$ cat src/rtl/insn_dec_pkg.sv
package insn_dec_pkg;

  typedef enum logic [1:0] {
    CLS_IRQ  = 2'd0,
    CLS_ONE  = 2'd1,
    CLS_JMP  = 2'd2,
    CLS_TWO  = 2'd3
  } cls_e;

  typedef enum logic [2:0] {
    AM_REG  = 3'd0,
    AM_IDX  = 3'd1,
    AM_IND  = 3'd2,
    AM_INC  = 3'd3,
    AM_SYM  = 3'd4,
    AM_ABS  = 3'd5,
    AM_IMM  = 3'd6,
    AM_CON  = 3'd7
  } amode_e;

  localparam logic [3:0] REG_PC = 4'd0;
  localparam logic [3:0] REG_SR = 4'd2;
  localparam logic [3:0] REG_CG = 4'd3;

  localparam logic [15:0] NOP_WORD = 16'h4303;

endpackage

$ cat src/rtl/insn_latch.sv
module insn_latch #(
  parameter int WORD_W = 16,
  parameter int NUM_W  = 4,
  parameter int SYNC_STAGES = 2
) (
  input  logic              clk,
  input  logic              rst_n,
  input  logic              stb,
  input  logic [WORD_W-1:0] word_in,
  input  logic              irq_in,
  input  logic [NUM_W-1:0]  num_in,
  output logic [WORD_W-1:0] word_q,
  output logic              irq_q,
  output logic [NUM_W-1:0]  num_q
);

  logic [SYNC_STAGES-1:0] rst_sync_q;
  logic                   rst_int_n;

  // reset asserts at once, releases after SYNC_STAGES clock edges
  always_ff @(posedge clk or negedge rst_n) begin
    if (!rst_n) rst_sync_q <= '0;
    else        rst_sync_q <= {rst_sync_q[SYNC_STAGES-2:0], 1'b1};
  end
  assign rst_int_n = rst_sync_q[SYNC_STAGES-1];

  logic [WORD_W-1:0] word_d;
  logic              irq_d;
  logic [NUM_W-1:0]  num_d;

  always_comb begin
    word_d = word_q;
    irq_d  = irq_q;
    num_d  = num_q;
    if (stb) begin
      word_d = word_in;
      irq_d  = irq_in;
      num_d  = num_in;
    end
  end

  always_ff @(posedge clk or negedge rst_int_n) begin
    if (!rst_int_n) begin
      word_q <= '0;
      irq_q  <= 1'b1;
      num_q  <= '0;
    end else begin
      word_q <= word_d;
      irq_q  <= irq_d;
      num_q  <= num_d;
    end
  end

endmodule

$ cat src/rtl/insn_src_dec.sv
module insn_src_dec
  import insn_dec_pkg::*;
#(
  parameter int DATA_W = 16
) (
  input  logic              active,
  input  logic [3:0]        rnum,
  input  logic [1:0]        mbits,
  output amode_e            mode,
  output logic [DATA_W-1:0] cval,
  output logic              cvld,
  output logic              ext
);

  localparam logic [DATA_W-1:0] C_ZERO = DATA_W'(0);
  localparam logic [DATA_W-1:0] C_ONE  = DATA_W'(1);
  localparam logic [DATA_W-1:0] C_TWO  = DATA_W'(2);
  localparam logic [DATA_W-1:0] C_FOUR = DATA_W'(4);
  localparam logic [DATA_W-1:0] C_EIGHT = DATA_W'(8);
  localparam logic [DATA_W-1:0] C_MONE = {DATA_W{1'b1}};

  always_comb begin
    mode = AM_REG;
    cval = C_ZERO;
    if (active) begin
      if (rnum == REG_CG) begin
        mode = AM_CON;
        case (mbits)
          2'b00:   cval = C_ZERO;
          2'b01:   cval = C_ONE;
          2'b10:   cval = C_TWO;
          default: cval = C_MONE;
        endcase
      end else if (rnum == REG_SR) begin
        case (mbits)
          2'b00:   mode = AM_REG;
          2'b01:   mode = AM_ABS;
          2'b10:   begin mode = AM_CON; cval = C_FOUR;  end
          default: begin mode = AM_CON; cval = C_EIGHT; end
        endcase
      end else if (rnum == REG_PC) begin
        case (mbits)
          2'b00:   mode = AM_REG;
          2'b01:   mode = AM_SYM;
          2'b10:   mode = AM_IND;
          default: mode = AM_IMM;
        endcase
      end else begin
        case (mbits)
          2'b00:   mode = AM_REG;
          2'b01:   mode = AM_IDX;
          2'b10:   mode = AM_IND;
          default: mode = AM_INC;
        endcase
      end
    end
  end

  assign cvld = (mode == AM_CON);
  assign ext  = (mode == AM_IDX) || (mode == AM_SYM) ||
                (mode == AM_ABS) || (mode == AM_IMM);

endmodule

$ cat src/rtl/insn_dst_dec.sv
module insn_dst_dec
  import insn_dec_pkg::*;
(
  input  logic       active,
  input  logic [3:0] rnum,
  input  logic       mbit,
  output amode_e     mode,
  output logic       ext
);

  always_comb begin
    mode = AM_REG;
    if (active && mbit) begin
      if (rnum == REG_SR)      mode = AM_ABS;
      else if (rnum == REG_PC) mode = AM_SYM;
      else                     mode = AM_IDX;
    end
  end

  assign ext = (mode != AM_REG);

endmodule

$ cat src/rtl/insn_decoder.sv
module insn_decoder
  import insn_dec_pkg::*;
#(
  parameter int DATA_W = 16,
  parameter int NUM_W  = 4
) (
  input  logic              clk,
  input  logic              rst_n,
  input  logic              dec_stb,
  input  logic [15:0]       insn_in,
  input  logic              irq_in,
  input  logic [NUM_W-1:0]  irq_num_in,
  output logic [1:0]        ins_class,
  output logic [3:0]        op_idx,
  output logic              byte_op,
  output logic [3:0]        src_reg,
  output logic [3:0]        dst_reg,
  output logic [2:0]        src_mode,
  output logic [2:0]        dst_mode,
  output logic [DATA_W-1:0] cg_value,
  output logic              cg_valid,
  output logic              ext_src,
  output logic              ext_dst,
  output logic              illegal,
  output logic              is_nop,
  output logic              is_nmi,
  output logic              is_reset
);

  localparam int WORD_W = 16;
  localparam logic [NUM_W-1:0] NUM_NMI = NUM_W'(14);
  localparam logic [NUM_W-1:0] NUM_RST = NUM_W'(15);
  localparam logic [5:0] ONE_PREFIX = 6'b000100;

  logic [WORD_W-1:0] w;
  logic              irq_q;
  logic [NUM_W-1:0]  num_q;

  insn_latch #(.WORD_W(WORD_W), .NUM_W(NUM_W), .SYNC_STAGES(2)) u_latch (
    .clk     (clk),
    .rst_n   (rst_n),
    .stb     (dec_stb),
    .word_in (insn_in),
    .irq_in  (irq_in),
    .num_in  (irq_num_in),
    .word_q  (w),
    .irq_q   (irq_q),
    .num_q   (num_q)
  );

  cls_e cls;
  always_comb begin
    if (irq_q)                 cls = CLS_IRQ;
    else if (w[15:13] == 3'b000) cls = CLS_ONE;
    else if (w[15:13] == 3'b001) cls = CLS_JMP;
    else                       cls = CLS_TWO;
  end

  logic has_src;
  logic has_dst;
  assign has_src = (cls == CLS_ONE) || (cls == CLS_TWO);
  assign has_dst = (cls == CLS_TWO);

  always_comb begin
    op_idx  = 4'd0;
    illegal = 1'b0;
    case (cls)
      CLS_IRQ: op_idx = 4'(num_q);
      CLS_ONE: begin
        op_idx  = {1'b0, w[9:7]};
        illegal = (w[15:10] != ONE_PREFIX) || (w[9:7] == 3'b111);
      end
      CLS_JMP: op_idx = {1'b0, w[12:10]};
      default: op_idx = w[15:12] - 4'd4;
    endcase
  end

  assign byte_op = has_src & w[6];
  assign src_reg = (cls == CLS_ONE) ? w[3:0] : (has_dst ? w[11:8] : 4'd0);
  assign dst_reg = has_dst ? w[3:0] : 4'd0;

  amode_e smode;
  amode_e dmode;

  insn_src_dec #(.DATA_W(DATA_W)) u_src (
    .active (has_src),
    .rnum   (src_reg),
    .mbits  (w[5:4]),
    .mode   (smode),
    .cval   (cg_value),
    .cvld   (cg_valid),
    .ext    (ext_src)
  );

  insn_dst_dec u_dst (
    .active (has_dst),
    .rnum   (dst_reg),
    .mbit   (w[7]),
    .mode   (dmode),
    .ext    (ext_dst)
  );

  assign ins_class = cls;
  assign src_mode  = smode;
  assign dst_mode  = dmode;
  assign is_nop    = !irq_q && (w == NOP_WORD);
  assign is_nmi    = irq_q && (num_q == NUM_NMI);
  assign is_reset  = irq_q && (num_q == NUM_RST);

endmodule

$ cat config.mk
export PLATFORM = sky130hd
export DESIGN_NAME = insn_decoder
export DESIGN_NICKNAME = d
export VERILOG_FILES = /design/src/rtl/insn_dec_pkg.sv /design/src/rtl/insn_latch.sv /design/src/rtl/insn_src_dec.sv /design/src/rtl/insn_dst_dec.sv /design/src/rtl/insn_decoder.sv
export SDC_FILE = /design/constraint.sdc
export NUM_CORES = 1
export LEC_CHECK = 0
export BUFFER_PORTS_ARGS = -buffer_cell sky130_fd_sc_hd__buf_2
export CORE_MARGIN = 10
export CORE_UTILIZATION = 42
export CTS_BUF_LIST = sky130_fd_sc_hd__clkbuf_16
export DETAILED_ROUTE_END_ITERATION = 10
export HOLD_SLACK_MARGIN = 0.02
export PLACE_DENSITY = 0.86
export SKIP_LAST_GASP = 1
export SLEW_MARGIN = 20
export SYNTH_ARGS = -nofsm -noshare
export SYNTH_HDL_FRONTEND = slang
export SYNTH_SLANG_ARGS = --single-unit
$ cat constraint.sdc
create_clock -name clk -period 2.4 [get_ports clk]
set_clock_uncertainty 0.15 [all_clocks]
set_input_delay 0.24 -clock clk [delete_from_list [all_inputs] [get_ports clk]]
set_output_delay 0.24 -clock clk [all_outputs]
set_load 0.02 [all_outputs]
Word-level counts from Yosys, hierarchy flattened
Index checks and enable logic that the tools add are counted.
{"block": "word_totals", "input_bits": 24, "register_bits": 23, "ramBits": 0, "romBits": 0, "out_inout_bits": 44, "latch_bits": 0, "n_memories": 0}
{"block": "op_classes", "reduce_logical": 17, "div": 0, "n_eq_ne": 19, "mul": 0, "n_mux": 23, "bitwise": 1, "n_addsub": 1, "n_lt_le_gt_ge": 0, "shifts": 0}
{"op": "2-to-1 mux 16 bit", "count": 3}
{"op": "case mux 16 bit (3 select lines)", "count": 1}
{"op": "2-to-1 mux 3 bit", "count": 7}
{"op": "== test 16 x 15 -> 1 bit, second input constant", "count": 1}
{"op": "== test 3 bit, second input constant", "count": 5}
{"op": "== test 4 x 2 -> 1 bit, second input constant", "count": 3}
{"op": "2-to-1 mux 4 bit", "count": 3}
{"op": "case mux 4 bit (3 select lines)", "count": 1}
{"op": "case mux 3 bit (3 select lines)", "count": 1}
{"op": "== test 4 bit, second input constant", "count": 2}
{"op": "zero test 4 bit", "count": 2}
{"op": "case mux 4 bit (2 select lines)", "count": 1}
{"op": "== test 2 bit, second input constant", "count": 3}
{"op": "== test 3 x 1 -> 1 bit, second input constant", "count": 2}
{"op": "inequality test 6 x 3 -> 1 bit, second input constant", "count": 1}
{"op": "case mux 2 bit (3 select lines)", "count": 1}
{"op": "case mux 3 bit (2 select lines)", "count": 1}
{"op": "logical OR 1 bit", "count": 5}
{"op": "== test 2 x 1 -> 1 bit, second input constant", "count": 2}
{"op": "logical AND 1 bit", "count": 4}
{"op": "zero test 2 bit", "count": 2}
{"op": "2-to-1 mux 2 bit", "count": 2}
{"op": "subtractor 4 x 3 -> 4 bit, second input constant", "count": 1}
{"op": "zero test 3 bit", "count": 1}
{"op": "other kinds (5)", "count": 6}

Longest topological paths before layout
{"block": "depth", "ltp_word": 16, "ltp_mapped": 7, "depth_no_buf": 5}

Modules after synthesis
From an unflattened synthesis, not the netlist that was laid out.
{"block": "hier_totals", "hier_cells": 149, "hier_area_um2": 1581.5}
{"mod": "insn_latch", "instances": 1, "area_each_um2": 914.6, "cells_per_inst": 47}
{"mod": "insn_decoder", "instances": 1, "area_each_um2": 375.4, "cells_per_inst": 55}
{"mod": "insn_src_dec", "instances": 1, "area_each_um2": 250.2, "cells_per_inst": 40}
{"mod": "insn_dst_dec", "instances": 1, "area_each_um2": 41.3, "cells_per_inst": 7}

Least setup slack after synthesis
Ideal clock, no wire load.
{"block": "synth_timing", "path_kind": "register to output", "start": "reg u_latch.word_q[14]", "end": "out cg_value[10]", "n_path_buf": 2, "t_required_ns": 2.010, "path_stages_with_launch": 7, "slack_ns": -0.442, "arrival_time_ns": 2.452, "cell_sequence": "dfrtp_1 > buf_6 > or4b_4 > a21oi_4 > nand3b_1 > nor2_1 > buf_4"}
{"block": "synth_between", "elab_chain_len": 10, "elab_cells_between_ends": 13, "classes_between": "eq/ne: 4; mux: 7; reduce/logical: 2"}
{"element": "start, declared", "line_no": "insn_latch.sv:12", "text": "output logic [WORD_W-1:0] word_q,"}
{"element": "start signal, assigned", "line_no": "insn_latch.sv:48", "text": "word_q <= word_d;"}
{"element": "== test 3 x 1 -> 1 bit", "line_no": "insn_decoder.sv:55", "text": "else if (w[15:13] == 3'b001) cls = CLS_JMP;"}
{"element": "2-to-1 mux 1 bit", "line_no": "insn_decoder.sv:55"}
{"element": "2-to-1 mux 2 bit (*)", "line_no": "insn_decoder.sv:54", "text": "else if (w[15:13] == 3'b000) cls = CLS_ONE;"}
{"element": "2-to-1 mux 2 bit (*)", "line_no": "insn_decoder.sv:53", "text": "if (irq_q) cls = CLS_IRQ;"}
{"element": "== test 2 bit", "line_no": "insn_decoder.sv:62", "text": "assign has_dst = (cls == CLS_TWO);"}
{"element": "2-to-1 mux 4 bit", "line_no": "insn_decoder.sv:79", "text": "assign src_reg = (cls == CLS_ONE) ? w[3:0] : (has_dst ? w[11:8] : 4'd0);"}
{"element": "2-to-1 mux 4 bit (*)", "line_no": "insn_decoder.sv:79"}
{"element": "via src_reg[1]", "line_no": "insn_decoder.sv:16", "text": "output logic [3:0] src_reg,"}
{"element": "== test 4 x 2 -> 1 bit (*)", "line_no": "insn_src_dec.sv:26", "text": "if (rnum == REG_CG) begin"}
{"element": "2-to-1 mux 16 bit (*)", "line_no": "insn_src_dec.sv:26"}
{"element": "2-to-1 mux 16 bit (*)", "line_no": "insn_src_dec.sv:25", "text": "if (active) begin"}
{"element": "end, declared", "line_no": "insn_decoder.sv:20", "text": "output logic [DATA_W-1:0] cg_value,"}
The timed path passes the listed nets; every way through them passes the cells marked *.

Worst setup path after layout
{"block": "layout_timing", "start": "reg u_latch.word_q[13]", "end": "out cg_value[10]"}
{"block": "layout_between", "elab_chain_len": 10, "elab_cells_between_ends": 13, "classes_between": "eq/ne: 4; mux: 7; reduce/logical: 2"}
{"element": "== test 3 x 1 -> 1 bit", "line_no": "insn_decoder.sv:55"}
{"element": "2-to-1 mux 1 bit", "line_no": "insn_decoder.sv:55"}
{"element": "2-to-1 mux 2 bit (*)", "line_no": "insn_decoder.sv:54"}
{"element": "2-to-1 mux 2 bit (*)", "line_no": "insn_decoder.sv:53"}
{"element": "== test 2 bit", "line_no": "insn_decoder.sv:61, insn_decoder.sv:62"}
{"element": "2-to-1 mux 4 bit (2 in a row)", "line_no": "insn_decoder.sv:79"}
{"element": "== test 4 x 2 -> 1 bit", "line_no": "insn_src_dec.sv:26"}
{"element": "2-to-1 mux 16 bit", "line_no": "insn_src_dec.sv:26"}
{"element": "2-to-1 mux 16 bit (*)", "line_no": "insn_src_dec.sv:25"}
Every way passes the cells marked *; elsewhere a longest branch is shown, timed or not.

==> qor.yml <==
finalMaxSlewViolations: 0
post-place-ws_ns: 0.143
synth_common_cells: "dfrtp_1 (22), mux2_2 (17), nor2_1 (14)"
reg2reg_depth: 4
ys_types: 40
cp-end-kind: "primary output"
synth_xor_area_share_pct: 0.587
peakVddDrop_mv: 0.522
synth_top_area_share_pct: 36.9
hold_path.class: "primary input to flop"
ys_async_sr_fraction_pct: 100
synthTopCellsByArea: "dfrtp_1 (37%), mux2_2 (13%), buf_4 (6.0%), o21ai_0 (4.4%), nor2_1 (3.5%)"
arrival_ns: 2.12
r2r-start: "u_latch.word_q[13]"
wl_mm: 4.68
cts_sinks: 23
syn-num-nets: 188
die_h_um: 79.6
grt_max_degree: 27
dieArea_um2: 6330
avgSynthCellArea_um2: 9.21
core_um2: 3390
syn-cell-area_um2: 1490
tritoncts: "done"
worstHoldStart: "irq_num_in[0]"
clk_pin_slew_worst_paths_ns: 0.06
viasPerCell: 5.14
setup_ws_ns: -0.111
violations: "setup timing"
ant_nets: 0
grt_first_pass_wirelength_mm: 7.42
powerDensity_nw_per_um2: 584
crit_type: "flop to primary output"
synth_top_cell_by_area: "dfrtp_1"
port_buffers: 66
insertion_delay_ns: 0.26
fin_nets: 264
synthSimpleGateAreaFrac_pct: 20.2
slew_headroom_pct: 44.9
synth.most_common_cell: "dfrtp_1"
yosysWarnings: 0
ys.flop_type: "dfrtp_1"
drtIter0Drc: 52
cts_buffers: 3
r2r_setup_slack_ns: 1.15
start_util_pct: 44.0
cp_data_required_time_ns: 2.01
cts.htree.levels: 1
root_buffer: "clkbuf_16"
num_io_pins: 68
holdPathStages: 3
firstDrtPassIters: 4
synth_cells: 162
holdPathEnd: "u_latch.num_q[0]"
area_delta_synth_final_pct: 49.7
synth_fa_ha_area_share_pct: 1.68
place_hpwl_mm: 3.22
die-width_um: 79.6
min_period_ns: 2.51
fin_cells: 283
drc: 0
report.power.total_mw: 1.30
critPathLaunchType: "flop"
dr_total_vias: 1454
hold_ws_ns: 0.0359
synth-edff-count: 0
ys_seq_elements: 23
final_hold_viol_count: 0
synth_compound_area_share_pct: 12.9
fillCellCount: 278
cp_max_fo: 6
yosys-mux-area-fraction_pct: 13.5
leakage_nw: 1.06
grt_pass1_vias: 1551
gp_congestion: 0.849
clockBufferDepth: 2
antennaDiodeCount: 0
status: "finished, violations left"
fin_crit_sh_pct: 105
synth-seq-area-share_pct: 38.7
drive_gt1_share_pct: 56.5
drt-wirelength-per-cell_um: 16.5
setup_violations: 19
rows: 21
r2r-end: "u_latch.word_q[13]"
drv_cap: 0
dp_cells: 258
max_freq_ghz: 0.398
tightest_slew_ns: 0.827
grt_use_total_pct: 14.0
synth_top_family_by_area: "simple AND/OR/NAND/NOR gates"
rsz0062_at_grt: "true"
antenna_found_initial: 0
grt_overflow: 0
## timing repair
action	in CTS	in global routing
setup endpoints to repair	19	26
hold buffers	1	0
pin swaps	6	10
endpoints found under the hold margin	2	0
gates resized for setup	22	33
setup buffers	12	7
gates cloned	1	0
## state kept, by name, summed over array words and instances, names as in the netlist
register / cells
u_latch.num_q: 4
u_latch.rst_sync_q: 2
u_latch.word_q: 16
u_latch.irq_q: 1
## cells in the final DEF (no fill, tap or decap), types with 2 or more instances in the layout
| cell type | n |
|---|---|
| conb_1 | 2 |
| nor4b_2 | 2 |
| nor2_4 | 4 |
| dfrtp_1 | 22 |
| o21ai_0 | 12 |
| inv_1 | 6 |
| clkbuf_16 | 3 |
| buf_6 | 16 |
| or4b_4 | 2 |
| buf_2 | 45 |
| buf_4 | 31 |
| nor4_1 | 4 |
| and2_1 | 5 |
| nor3_2 | 2 |
| nand3_1 | 5 |
| o31ai_1 | 2 |
| a21oi_1 | 6 |
| nand2_1 | 12 |
| mux2_2 | 17 |
| nor2_1 | 10 |
| ha_1 | 2 |
## kinds of logic after synthesis
family	after synthesis
simple gates	56
fa+ha+maj	2
xor+xnor	1
buf+inv	30
other cells	2
mux	18
compound gates	30
flops	23
## metrics by stage
stage                     area, um^2  TNS [ns]  util (%)
after detailed placement        1800         0      53.0
after global placement          1800         0      53.0
after CTS                       2070    -0.833      61.0
final                           2230     -1.47      65.9
after global routing            2230     -3.42      65.9
after floorplan                 1510    -0.600         -
## worst max-delay path by stage
stage | start | to | slack, ns | cells past startpoint
2_1_floorplan | u_latch.word_q[13] | cg_value[10] | -0.06 | 6
3_3_place_gp | u_latch.word_q[13] | cg_value[12] | 0.18 | 5
3_5_place_dp | u_latch.word_q[13] | cg_value[11] | 0.14 | 6
4_1_cts | u_latch.word_q[13] | ext_src | -0.08 | 6
5_1_grt | u_latch.word_q[13] | cg_value[4] | -0.21 | 7
6_report | u_latch.word_q[13] | cg_value[10] | -0.11 | 7
## routing by layer
layer | up-vias | wire length [um] | global-route usage (%)
met4 | 0 | 88 | 3.23
li1 | 703 | - | -
met1 | 679 | 1840 | 15.3
met2 | 65 | 2310 | 24.0
met5 | - | 0 | 0
met3 | 7 | 445 | 6.53
## area by class of cell
type	instances	area [um^2]	area share [%]
repair buffers	93	648	29.0
well taps	46	57.6	2.58
flip-flops and latches	23	577	25.8
multi-input cells	110	840	37.6
inverters	7	27.5	1.23
clock inverters	1	7.51	0.336
clock buffers	3	75.1	3.36
## worst max-delay path: stages (launching register included)
cell      delay (ns)
dfrtp_1         0.41
or4b_4          0.53
a21o_1          0.19
clkinv_2        0.07
nand3b_1        0.11
buf_4           0.17
nor2_4          0.21
buf_6           0.16
## power breakdown
group          total [mW]  switching, mW  internal [mW]
Clock               0.368          0.142          0.226
Combinational       0.460          0.245          0.215
Sequential          0.476         0.0507          0.425
Power figures use the tool's default switching activity.
